--- src/rtl/nba_pkg.sv ---
package nba_pkg;

    typedef enum logic [1:0] {
        REG_CMD,
        REG_ADR,
        REG_DAT,
        REG_OTHER
    } reg_kind_e;

    typedef enum logic [1:0] {
        ST_IDLE,
        ST_XFER,
        ST_DONE
    } st_e;

    localparam logic [1:0] SZ_BYTE = 2'd0;
    localparam logic [1:0] SZ_HALF = 2'd1;

endpackage

--- src/rtl/nba_decode.sv ---
module nba_decode
    import nba_pkg::*;
#(
    parameter int ADDR_W      = 12,
    parameter int NUM_BANKS   = 8,
    parameter int BANK_BASE   = 'h060,
    parameter int BANK_STRIDE = 'h030,
    parameter int CMD_OFF     = 'h1C,
    parameter int ADR_OFF     = 'h20,
    parameter int DAT_OFF     = 'h24,
    localparam int BIDX_W     = (NUM_BANKS > 1) ? $clog2(NUM_BANKS) : 1
) (
    input  logic [ADDR_W-1:0]    addr,
    output logic                 in_bank,
    output logic [NUM_BANKS-1:0] bank_hit,
    output logic [BIDX_W-1:0]    bank_idx,
    output reg_kind_e            kind
);

    reg_kind_e kind_b [NUM_BANKS];

    for (genvar b = 0; b < NUM_BANKS; b++) begin : g_bank
        localparam int LO = BANK_BASE + b * BANK_STRIDE;
        logic [31:0] off;
        logic [31:0] word_sel;

        assign off         = 32'(addr) - 32'(LO);
        assign word_sel    = off >> 2;
        assign bank_hit[b] = (32'(addr) >= 32'(LO)) && (off < 32'(BANK_STRIDE));
        assign kind_b[b]   = (word_sel == 32'(CMD_OFF / 4)) ? REG_CMD :
                             (word_sel == 32'(ADR_OFF / 4)) ? REG_ADR :
                             (word_sel == 32'(DAT_OFF / 4)) ? REG_DAT : REG_OTHER;
    end

    always_comb begin
        in_bank  = |bank_hit;
        bank_idx = '0;
        kind     = REG_OTHER;
        for (int b = 0; b < NUM_BANKS; b++) begin
            if (bank_hit[b]) begin
                bank_idx = BIDX_W'(b);
                kind     = kind_b[b];
            end
        end
    end

endmodule

--- src/rtl/nba_lane_mux.sv ---
module nba_lane_mux
    import nba_pkg::*;
#(
    parameter int CPU_W  = 32,
    parameter int DEV_W  = 16,
    localparam int BEAT_W = $clog2(CPU_W / 8)
) (
    input  logic              wide,
    input  logic [1:0]        size,
    input  logic [BEAT_W-1:0] beat,
    input  logic [CPU_W-1:0]  wdata,
    output logic [DEV_W-1:0]  dev_wdata,
    output logic              last_beat
);

    localparam int NARROW     = DEV_W / 2;
    localparam int WIDE_BEATS = CPU_W / DEV_W;
    localparam int NARR_BEATS = CPU_W / NARROW;

    logic [BEAT_W-1:0] ncyc_m1;

    always_comb begin
        if (wide) begin
            ncyc_m1 = (size == SZ_BYTE || size == SZ_HALF) ? '0 : BEAT_W'(WIDE_BEATS - 1);
        end else begin
            unique case (size)
                SZ_BYTE: ncyc_m1 = '0;
                SZ_HALF: ncyc_m1 = BEAT_W'(1);
                default: ncyc_m1 = BEAT_W'(NARR_BEATS - 1);
            endcase
        end
    end

    assign last_beat = (beat == ncyc_m1);

    always_comb begin
        if (wide) begin
            dev_wdata = wdata[(int'(beat) % WIDE_BEATS) * DEV_W +: DEV_W];
        end else begin
            dev_wdata = DEV_W'(wdata[int'(beat) * NARROW +: NARROW]);
        end
    end

endmodule

--- src/rtl/nba_read_merge.sv ---
module nba_read_merge
    import nba_pkg::*;
#(
    parameter int CPU_W  = 32,
    parameter int DEV_W  = 16,
    localparam int BEAT_W = $clog2(CPU_W / 8)
) (
    input  logic              clk,
    input  logic              rst_n,
    input  logic              clr,
    input  logic              load,
    input  logic              wide,
    input  logic [1:0]        size,
    input  logic [BEAT_W-1:0] beat,
    input  logic [DEV_W-1:0]  rd,
    output logic [CPU_W-1:0]  merged
);

    localparam int NARROW     = DEV_W / 2;
    localparam int WIDE_BEATS = CPU_W / DEV_W;

    always_ff @(posedge clk or negedge rst_n) begin
        if (!rst_n) begin
            merged <= '0;
        end else if (clr) begin
            merged <= '0;
        end else if (load) begin
            if (wide && size == SZ_BYTE) begin
                merged[NARROW-1:0] <= rd[NARROW-1:0];
            end else if (wide) begin
                merged[(int'(beat) % WIDE_BEATS) * DEV_W +: DEV_W] <= rd;
            end else begin
                merged[int'(beat) * NARROW +: NARROW] <= rd[NARROW-1:0];
            end
        end
    end

endmodule

--- src/rtl/nba_adapter.sv ---
module nba_adapter
    import nba_pkg::*;
#(
    parameter int ADDR_W      = 12,
    parameter int CPU_W       = 32,
    parameter int DEV_W       = 16,
    parameter int NUM_BANKS   = 8,
    parameter int BANK_BASE   = 'h060,
    parameter int BANK_STRIDE = 'h030,
    parameter int CMD_OFF     = 'h1C,
    parameter int ADR_OFF     = 'h20,
    parameter int DAT_OFF     = 'h24
) (
    input  logic                 clk,
    input  logic                 rst_n,
    input  logic                 cpu_valid,
    output logic                 cpu_ready,
    input  logic                 cpu_we,
    input  logic [ADDR_W-1:0]    cpu_addr,
    input  logic [1:0]           cpu_size,
    input  logic [CPU_W-1:0]     cpu_wdata,
    output logic                 cpu_done,
    output logic                 cpu_err,
    output logic [CPU_W-1:0]     cpu_rdata,
    input  logic [NUM_BANKS-1:0] cfg_nand,
    input  logic [NUM_BANKS-1:0] cfg_wide,
    output logic                 dev_valid,
    input  logic                 dev_ready,
    output logic                 dev_we,
    output logic                 dev_cle,
    output logic                 dev_ale,
    output logic [NUM_BANKS-1:0] dev_cs,
    output logic [DEV_W-1:0]     dev_wdata,
    input  logic [DEV_W-1:0]     dev_rdata
);

    localparam int BIDX_W = (NUM_BANKS > 1) ? $clog2(NUM_BANKS) : 1;
    localparam int BEAT_W = $clog2(CPU_W / 8);

    st_e state_q, state_d;

    logic                 in_bank;
    logic [NUM_BANKS-1:0] bank_hit;
    logic [BIDX_W-1:0]    bank_idx;
    reg_kind_e            kind;

    logic                 we_q, wide_q, err_q;
    reg_kind_e            kind_q;
    logic [1:0]           size_q;
    logic [CPU_W-1:0]     wdata_q;
    logic [NUM_BANKS-1:0] cs_q;
    logic [BEAT_W-1:0]    beat_q;

    logic                 accept, legal, needs_dev, hs, last_beat;
    logic [DEV_W-1:0]     lane_wdata;
    logic [CPU_W-1:0]     merged;

    nba_decode #(
        .ADDR_W(ADDR_W), .NUM_BANKS(NUM_BANKS), .BANK_BASE(BANK_BASE),
        .BANK_STRIDE(BANK_STRIDE), .CMD_OFF(CMD_OFF), .ADR_OFF(ADR_OFF),
        .DAT_OFF(DAT_OFF)
    ) u_decode (
        .addr(cpu_addr), .in_bank(in_bank), .bank_hit(bank_hit),
        .bank_idx(bank_idx), .kind(kind)
    );

    nba_lane_mux #(.CPU_W(CPU_W), .DEV_W(DEV_W)) u_lane (
        .wide(wide_q), .size(size_q), .beat(beat_q), .wdata(wdata_q),
        .dev_wdata(lane_wdata), .last_beat(last_beat)
    );

    nba_read_merge #(.CPU_W(CPU_W), .DEV_W(DEV_W)) u_merge (
        .clk(clk), .rst_n(rst_n), .clr(accept), .load(hs && !we_q),
        .wide(wide_q), .size(size_q), .beat(beat_q), .rd(dev_rdata),
        .merged(merged)
    );

    assign accept    = (state_q == ST_IDLE) && cpu_valid;
    assign legal     = (cpu_size != SZ_BYTE && cpu_size != SZ_HALF)
                     || (in_bank && kind != REG_OTHER);
    assign needs_dev = legal && in_bank && cfg_nand[bank_idx]
                     && (kind == REG_DAT || (cpu_we && kind != REG_OTHER));
    assign hs        = (state_q == ST_XFER) && dev_ready;

    // State register
    always_ff @(posedge clk or negedge rst_n) begin
        if (!rst_n) state_q <= ST_IDLE;
        else        state_q <= state_d;
    end

    // Transitions
    always_comb begin
        state_d = state_q;
        unique case (state_q)
            ST_IDLE: if (accept) state_d = needs_dev ? ST_XFER : ST_DONE;
            ST_XFER: if (hs && last_beat) state_d = ST_DONE;
            ST_DONE: state_d = ST_IDLE;
            default: state_d = ST_IDLE;
        endcase
    end

    // Access context and beat counter
    always_ff @(posedge clk or negedge rst_n) begin
        if (!rst_n) begin
            we_q    <= 1'b0;
            wide_q  <= 1'b0;
            err_q   <= 1'b0;
            kind_q  <= REG_OTHER;
            size_q  <= '0;
            wdata_q <= '0;
            cs_q    <= '0;
            beat_q  <= '0;
        end else if (accept) begin
            we_q    <= cpu_we;
            wide_q  <= cfg_wide[bank_idx];
            err_q   <= !legal;
            kind_q  <= kind;
            size_q  <= cpu_size;
            wdata_q <= cpu_wdata;
            cs_q    <= bank_hit;
            beat_q  <= '0;
        end else if (hs && !last_beat) begin
            beat_q  <= beat_q + 1'b1;
        end
    end

    // Outputs
    always_comb begin
        cpu_ready = (state_q == ST_IDLE);
        cpu_done  = (state_q == ST_DONE);
        cpu_err   = (state_q == ST_DONE) && err_q;
        cpu_rdata = merged;
        dev_valid = (state_q == ST_XFER);
        dev_we    = dev_valid && we_q;
        dev_cle   = dev_valid && we_q && (kind_q == REG_CMD);
        dev_ale   = dev_valid && we_q && (kind_q == REG_ADR);
        dev_cs    = dev_valid ? cs_q : '0;
        dev_wdata = (dev_valid && we_q) ? lane_wdata : '0;
    end

endmodule

--- config.mk ---
export PLATFORM = sky130hd
export DESIGN_NAME = nba_adapter
export DESIGN_NICKNAME = d
export VERILOG_FILES = /design/src/rtl/nba_pkg.sv /design/src/rtl/nba_decode.sv /design/src/rtl/nba_lane_mux.sv /design/src/rtl/nba_read_merge.sv /design/src/rtl/nba_adapter.sv
export SDC_FILE = /design/constraint.sdc
export NUM_CORES = 1
export LEC_CHECK = 0
export ABC_AREA = 1
export BUFFER_PORTS_ARGS = -buffer_cell sky130_fd_sc_hd__buf_2
export CORE_ASPECT_RATIO = 1.4
export CORE_MARGIN = 2
export CORE_UTILIZATION = 42
export CTS_CLUSTER_SIZE = 8
export DETAILED_ROUTE_END_ITERATION = 7
export PLACE_DENSITY = 0.72
export SLEW_MARGIN = 10
export SYNTH_ARGS = -nofsm -noshare
export SYNTH_HDL_FRONTEND = slang
export SYNTH_SLANG_ARGS = --single-unit
--- constraint.sdc ---
create_clock -name clk -period 7.1 [get_ports clk]
set_input_delay 1.42 -clock clk [delete_from_list [all_inputs] [get_ports clk]]
set_output_delay 1.42 -clock clk [all_outputs]
set_load 0.01 [all_outputs]
==> flow_results.org, run 1 <==
** Job
- Max-Cap Viols :: 0

** Clocking
- TritonCTS built the clock tree.
- After clock tree synthesis, the repair step resized 0 gates.
- Clock-pin slew on the worst setup and hold paths :: 0.06 ns
- Quantity of hold-fixing buffers added after cts :: 0
- Clock sink total :: 83
- Clock root buffer master :: clkbuf_16
- Clock latency on the worst-skew pair, taken at its later pin, is 0.34 ns.
- Total number of H-tree levels :: 3
- Number of buffers inserted to repair setup after CTS :: 0
- The clock passes through at most 2 buffers.
- Number of buffers inserted during clock tree synthesis :: 9

** Critical path
- The worst setup path is captured at a flip-flop.
- Data arrival time of the critical path :: 4.09 ns
- For the worst setup path, the data required time is 7.36 ns.
- The signal on the critical path passes through buf_2, nand2_1, buf_4, inv_2, nor2_1, inv_2, nor2_1, a221oi_2, nand3_1, o21ai_0.
- Path type of the worst setup path :: input pin to flip-flop
- Buffers and inverters on the worst path :: 4
- Worst path max stage delay :: 0.89 ns
- The worst setup path is launched from an input pin.
- Among all stages on the critical path, the largest delay is contributed by a221oi_2.
- Worst path depth :: 10
- Grouping stages by cell kind, the critical path spends the most delay in buffers and inverters.
- Along the worst path, the maximum fanout reaches 59.
- Number of cell instances on the worst register-to-register path :: 10

** Timing
- Slew Viols, Final :: 0
- Period utilization :: 54.1%
- Unrepaired setup endpoints after global routing :: false
- The clock period could shrink to 3.84 ns.
- In this run the tightest slew margin relative to its limit is 29.7%.
- Adding up every negative setup slack in the final design gives 0 ns.
- Setup violators final :: 0
- For the pin with the worst max-slew slack, the measured transition is 1.05 ns.
- Final Hold Vio Count :: 0
- Peak clock frequency supported by timing :: 0.261 GHz
- For the final database, setup skew stands at 0.00647 ns.

** Floorplanning
- For this configuration, the core starts out at a cell density of 42.8%.
- Core Area :: 13300 um2
- The die covers 14500 um2.
- 146 I/O pins were placed.
- Measured along the x axis, the die boundary spans 102 um.
- Vertical die dimension :: 142 um
- Cell Rows :: 50

** Logic synthesis
- A synthesized cell averages 6.61 um2.
- The netlist uses 42 different library cells.
- Proportion of synthesized chip area in sequential cells :: 36.5%
- Among all cell types in the netlist, the one instantiated most often is nand2_1.
- Warning count from the yosys run :: 0
- Primary FF master, synth :: dfrtp_1
- By count the netlist is led by nand2_1, nor2_1, dfrtp_1.
- Counting every net in the synthesized netlist gives 960.
- Flops & latches, synth :: 83
- By area the synthesized netlist is led by dfrtp_1, nand2_1, nor2_1.
- Async SR Flop Fraction :: 100%
- The mapped netlist covers 5700 um2.
- Cells after synthesis :: 862
- Leading area contributor after synthesis :: dfrtp_1
- Share of the synthesized area in the top cell type :: 35.6%
- The synthesized design contains 0 enable-type register cells.

** Detailed routing
- Final wirelength :: 16800 um
- Via-to-Cell Ratio :: 5.11
- Once detail routing completed, the nets flagged for antenna violations numbered 0.
- Summing over every cut layer, the via total after detailed routing is 6015.
- After the first detailed-routing iteration, the DRC count stood at 413.
- The pre-antenna-repair detailed-routing pass consisted of 5 iterations.
- Drt drc :: 0
- Average wire per cell in the routed design :: 14.2 um

** Pwr
- Net switching is 39.5% of the power.
- Combinational Power Share :: 39.3%
- Of the total power, the clock network draws 22.9%.
- Register share of total power :: 37.8%
- Cell leakage power :: 3.49 nW
- The analysis attributes to net switching a power of 0.828 mW.
- PwrDens :: 307 nW/um2
- Cell Int Power :: 1.27 mW
- Across the VDD grid, the largest voltage drop is 0.154 mV.
- Overall power :: 2.09 mW

** Global route
- The initial antenna violation count came to 1.
- Pin count of the biggest net entering global routing :: 84
- First-pass GRT wire length :: 26300 um
- Global routing consumed, over all layers together, 23.0% of the routing resources.
- GR Overflow Total :: 0
- The number of global-route vias before repair is 5593.

** Run status
- The flow ran to the end, and the final reports show no timing, DRC or antenna violations.

** Final layout
- The repair_antennas step left the layout with diodes totalling 0.
- Of the cells placed in the final design, the portion with a size suffix greater than 1 is 20.5%.
- Compared with the post-synthesis result, the final layout area differs by 19.7%.
- The final layout contains 1087 nets.

** Placement
- Number of buffers inserted by port buffering :: 145
- Once detailed placement completed, the half-perimeter wirelength came to 12600 um.
- Final GP Congestion :: 0.937

** Hold path
- Path class of the lowest-slack min-delay path :: flip-flop to flip-flop
- Counting instances, the worst hold path has a depth of 2.
==> layout by cell type, fill, tap and decap left out, types with 6 or more instances in the layout <==
cell / Yosys / final
nand2_1: 272 / 272
buf_2: 6 / 144
nor2_1: 101 / 101
dfrtp_1: 81 / 81
a21oi_1: 72 / 72
inv_1: 71 / 71
o21ai_0: 70 / 70
nand3_1: 55 / 55
ha_1: 15 / 15
inv_2: 13 / 13
xor2_1: 10 / 10
nand2_2: 10 / 10
nand4_1: 9 / 9
clkbuf_16: 0 / 9
nor3_1: 7 / 7
o21ai_1: 6 / 6
==> metrics by stage <==
step	std cells	hold slack (ns)	instance area (um2)	util (%)	setup WS (ns)
2_1_floorplan	862	0.444	5700	-	3.66
3_3_place_gp	1160	0.463	6520	48.9	2.97
3_5_place_dp	1160	0.467	6520	48.9	2.92
4_1_cts	1176	0.485	6820	51.2	3.28
5_1_grt	1176	0.509	6820	51.2	2.93
6_report	1176	0.480	6820	51.2	3.26
==> flip-flops by register name, indices dropped and copies added (netlist names) <==
signal / count
size_q: 2
we_q: 1
cs_q: 8
kind_q: 2
u_merge.merged: 32
beat_q: 2
wdata_q: 32
wide_q: 1
state_q: 2
err_q: 1
==> final timing paths <==
| path | from | end | slack, ns |
|---|---|---|---|
| min reg2reg | wdata_q[28]$_DFFE_PN0P_ | wdata_q[28]$_DFFE_PN0P_ | 0.48 |
| max | cpu_valid | u_merge.merged[0]$_DFFE_PN0P_ | 3.26 |
| min | wdata_q[28]$_DFFE_PN0P_ | wdata_q[28]$_DFFE_PN0P_ | 0.48 |
| max reg2reg | state_q[0]$_DFFE_PN0P_ | u_merge.merged[0]$_DFFE_PN0P_ | 3.78 |
| max in group asynchronous | rst_n | wdata_q[28]$_DFFE_PN0P_ | 5.15 |
| min in group asynchronous | rst_n | wdata_q[21]$_DFFE_PN0P_ | 1.25 |
==> power by group through the flow <==
stage | Combinational, mW | Sequential (mW) | Clock (mW)
2_1_floorplan | 0.528 | 0.825 | 0
3_3_place_gp | 0.798 | 0.796 | 0
3_5_place_dp | 0.819 | 0.799 | 0
4_1_cts | 0.824 | 0.792 | 0.487
5_1_grt | 0.948 | 0.818 | 0.508
6_report | 0.822 | 0.792 | 0.480
==> worst min-delay path, delay by kind of cell, from the launching register on <==
kind          cells  cell delay [ns]
flops             1             0.34
simple gates      2             0.11
==> routing by layer <==
layer  vias to the layer above  wire length, um  GRT usage, %
met5                         -               15             0
met4                         2              728          13.6
met3                        52              876          2.86
li1                       3020                -             -
met2                       194             8750          40.5
met1                      2747             6380          26.1
==> final cells by class <==
type,instances,area [um2]
Fill cell,1370,6500
Multi-Input combinational cell,659,3130
Sequential cell,83,2080
Timing Repair Buffer,147,743
Inverter,89,337
Clock buffer,13,260
Tap cell,182,228
Clock inverter,3,46.3
==> cell families (layout without fill, tap and decap cells) <==
logic type               Yosys count  after routing  share of synthesized area, %
AO/OA/AOI/OAI                    165            165                          15.6
buffers and inverters            120            252                          8.60
adder cells (fa/ha/maj)           15             15                          3.29
XOR/XNOR                          10             10                          1.54
flip-flops                        83             83                          36.5
AND/OR/NAND/NOR                  469            469                          34.5
No activity file was read; power rests on OpenSTA's default activity.
==> run 2: changes to the inputs <==
Settings changed: ABC_AREA 1 to 0.
Clock period 7.1 ns to 4 ns, I/O delays scaled along.
==> run 2 against run 1 <==
Compared with the run above: synthesized cell count decreased by 23%; flip-flop and latch count unchanged; critical path depth increased by 1; routed wire length decreased by 6.5%; total power increased by 31%; setup slack got worse by 2.7 ns; core utilization increased by 0.82 points; sequential share of layout area increased by 0.42 points; non-clock buffer count increased by 14; combinational power decreased by 7.7%; hold slack got worse by 0.0054 ns; final cell count decreased by 17%.
==> flow_results.org, run 2 <==
** Clocking
- Total number of H-tree levels :: 3 (unchanged)
- Quantity of hold-fixing buffers added after cts :: 0 (unchanged)
- The register clock-pin slew on the reported worst setup and hold paths was 0.06 ns (about the same).
- Number of buffers inserted during clock tree synthesis :: 9 (unchanged)
- The number of sinks handled by clock tree synthesis came to 83 (unchanged).
- The clock tree buffer depth is 2 (unchanged).
- Clock tree from TritonCTS :: done (unchanged)
- The CTS root buffer is clkbuf_16 (unchanged).
- Later-pin clock latency in the skew report :: 0.35 ns (was 0.34 ns)
- The post-cts resize count came to 0 (unchanged).
- The post-CTS repair timing setup buffer count was 0 (unchanged).

** Timing
- The total negative slack for setup checks is 0 ns (unchanged).
- Static timing analysis puts the maximum clock frequency at 0.288 GHz.
- Setup violators final :: 0 (unchanged)
- The worst setup skew after layout is 0.00655 ns (was 0.00647 ns).
- Period utilization :: 86.9%
- Unrepaired setup endpoints after global routing: false (unchanged).
- Worst Tran Pin Value :: 1.06 ns (was 1.05 ns)
- Final Critical Period :: 3.47 ns
- Slew Viols, Final :: 0 (unchanged)
- The hold violation count in the final report was 0 (unchanged).
- Slew HR :: 29.4% (was 29.7%)

** Logic synthesis
- Warning count from the yosys run :: 0 (unchanged)
- Most common library cells after synthesis: nand2_1, dfrtp_1, nor2_1 (was nand2_1, nor2_1, dfrtp_1).
- Async SR Flop Fraction :: 100% (unchanged)
- The number of synthesized flops with an enable pin is 0 (unchanged).
- Cells after synthesis :: 667 (was 862)
- The per-instance average area after synthesis was 8.40 um2 (was 6.61 um2).
- Leading area contributor after synthesis :: dfrtp_1 (unchanged)
- The prevailing post-synth register cell is dfrtp_1 (unchanged).
- Synthesized cell area :: 5600 um2 (was 5700 um2)
- Synth area leaders :: dfrtp_1, nand2_1, mux2i_1 (was dfrtp_1, nand2_1, nor2_1)
- The flip-flop and latch count after synthesis came to 83 (unchanged).
- Post-Syn Nets :: 765 (was 960)
- The fraction of the yosys area taken by sequential cells was 37.1% (was 36.5%).
- Most common cell in the synthesized netlist :: nand2_1 (unchanged)
- Count of distinct cell types in the synthesized netlist :: 79 (was 42)
- The share of the synthesized area in the top cell type is 36.2% (was 35.6%).

** Pwr
- The switching power came to 0.918 mW (was 0.828 mW).
- Register share of total power :: 41.7% (was 37.8%)
- Cell leakage power :: 3.19 nW (was 3.49 nW)
- Combinational Power Share :: 27.6% (was 39.3%)
- The worst-case vdd ir drop came to 0.224 mV (was 0.154 mV).
- PwrDens :: 409 nW/um2 (was 307 nW/um2)
- The proportion of power drawn by the clock network is 30.7% (was 22.9%).
- Sw Share :: 33.4% (was 39.5%)
- Cell Int Power :: 1.83 mW (was 1.27 mW)

** Run status
- Outcome :: finished, final reports clean (unchanged)

** Floorplanning
- The starting density of the core came to 43.3% (was 42.8%).
- The y dimension of the die was 141 um (was 142 um).
- Boundary Pins :: 146 (unchanged)
- Die Outline Area :: 14300 um2 (was 14500 um2)
- The core footprint is 12900 um2 (was 13300 um2).
- The horizontal die dimension is 102 um (about the same).
- Cell Rows :: 49 (was 50)

** Final layout
- The number of diodes added for antenna fixing was 0 (unchanged).
- The number of nets at the end of the flow is 887 (was 1087).
- The leading cell type in the layout, fill and taps excluded was nand2_1 (unchanged).
- The relative area change from synthesis to final layout is 20.1% (was 19.7%).
- Non-filler instance count after layout :: 972 (was 1176)
- The ratio of cells with drive above 1 in the final layout was 26.3% (was 20.5%).
- Most frequent cells in the layout :: nand2_1, buf_2, dfrtp_1 (was nand2_1, buf_2, nor2_1)
- Leading registers by flop count :: u_merge.merged: 32 flops, wdata_q: 32 flops, cs_q: 8 flops (unchanged)
- The post-route core utilization is 52.0% (was 51.2%).

** Global route
- The global-route wire length before repair was 25300 um (was 26300 um).
- The maximum number of pins on one net before global-route repair is 84 (unchanged).
- The overall global routing resource usage is 22.0% (was 23.0%).
- The number of global-route vias before repair is 5130 (was 5593).
- The total global routing overflow was 0 (unchanged).
- Number of antenna violations at the first check in global routing :: 0 (was 1)

** Critical path
- Data required, critical path :: 4.23 ns (was 7.36 ns)
- Critical path fanouts, max :: 17 (was 59)
- The class of the most critical setup path was input pin to flip-flop (unchanged).
- Data arrival time of the critical path :: 3.70 ns (was 4.09 ns)
- Origin of the worst setup path :: cpu_addr[8] (was cpu_valid)
- The startpoint type of the worst setup path is an input pin (unchanged).
- Capturing element type of the critical path :: flip-flop (unchanged)
- Launching point of the worst reg2reg path :: state_q[1]$_DFFE_PN0P_ (was state_q[0]$_DFFE_PN0P_)

** Job
- The max-cap check violation count came to 0 (unchanged).

** Detailed routing
- Final wirelength :: 15700 um (was 16800 um)
- Average wire per cell in the routed design :: 16.1 um (was 14.2 um)
- The via count of the routed design is 5413 (was 6015).
- DRT iter0 DRCs :: 308 (was 413)
- The length of the first detailed-routing pass in iterations is 5 (unchanged).
- Via-to-Cell Ratio :: 5.57 (was 5.11)
- The number of nets still failing antenna checks after routing is 0 (unchanged).
- The final routed DRC violation total came to 0 (unchanged).

** Hold path
- Worst min-delay path startpoint :: u_merge.merged[21]$_DFFE_PN0P_ (was wdata_q[28]$_DFFE_PN0P_)
- Path class of the lowest-slack min-delay path :: flip-flop to flip-flop (unchanged)

** Placement
- Number of buffers inserted by port buffering :: 145 (unchanged)
- The cell count after placement came to 956 (was 1160).
- Final GP Congestion :: 0.968 (was 0.937)
- The half-perimeter wire length after detailed placement is 11600 um (was 12600 um).
[run 2: changes by cell type after synthesis, sizes merged, moves of 23 or more]
cell   delta
nand2   -129
inv      -69
nor2     -49
o21ai    -46
nand3    -42
a21oi    -37
mux2i    +23
[run 2: metrics by stage]
stage / power (mW) / area (um2) / hold slack, ns / setup slack, ns
3_3_place_gp: 1.90 / 6430 / 0.454 / 0.277
5_1_grt: 2.92 / 6730 / 0.511 / 0.302
2_1_floorplan: 1.63 / 5600 / 0.435 / 0.0483
6_report: 2.75 / 6730 / 0.474 / 0.525
4_1_cts: 2.77 / 6730 / 0.475 / 0.574
3_5_place_dp: 1.93 / 6430 / 0.462 / 0.221
[run 2: layout make-up]
| cell class | instances | area (um2) |
|---|---|---|
| well taps | 178 | 223 |
| repair buffers | 161 | 848 |
| multi-input cells | 518 | 3220 |
| inverters | 16 | 60.1 |
| clock inverters | 7 | 77.6 |
| clock buffers | 9 | 225 |
| fillers | 1265 | 6200 |
| flip-flops and latches | 83 | 2080 |
[run 2: path summary, 6_finish.rpt]
path	slack, ns	depth (start not counted)	endpoint
worst max-delay path	0.53	11	wide_q$_DFFE_PN0P_
worst min-delay path	0.47	2	u_merge.merged[21]$_DFFE_PN0P_
worst max register to register	1.17	8	u_merge.merged[30]$_DFFE_PN0P_
worst min register to register	0.47	2	u_merge.merged[21]$_DFFE_PN0P_
max in group asynchronous	2.69	1	u_merge.merged[12]$_DFFE_PN0P_
min in group asynchronous	0.65	1	u_merge.merged[23]$_DFFE_PN0P_
[run 2: metal layers]
metal / wire (um) / part of all wire [%] / track usage, % / vias up
met2: 7830 / 50 / 37.2 / 210
met1: 6370 / 41 / 27.4 / 2550
met5: 0 / 0 / 0 / -
met4: 359 / 2.3 / 7.54 / 0
li1: - / - / - / 2620
met3: 1110 / 7.1 / 4.96 / 33
[run 2: cells by family (layout without fill, tap and decap cells)]
group,after synthesis,after routing,synth area share [%]
compound gates,154,154,19.3
xor+xnor,9,9,1.41
fa+ha+maj,15,15,3.35
buf+inv,66,193,5.52
flops,83,83,37.1
mux,35,35,8.13
simple gates,305,305,25.1
[run 2: power by group through the flow]
stage	clock network, mW	logic, mW	registers, mW
finish	0.844	0.759	1.15
global route	0.889	0.858	1.18
CTS	0.858	0.766	1.15
detailed placement	0	0.763	1.16
global placement	0	0.746	1.16
floorplan	0	0.448	1.18
[run 2: critical path: stages]
cell and delay, ns:
buf_2 0.20, ha_1 0.22, or3_1 0.43, a221oi_2 0.32, nand4_1 0.10, or4_1 0.55, a21bo_2 0.29, mux2_2 0.28
o31ai_1 0.24, a21oi_1 0.11, o31a_1 0.14
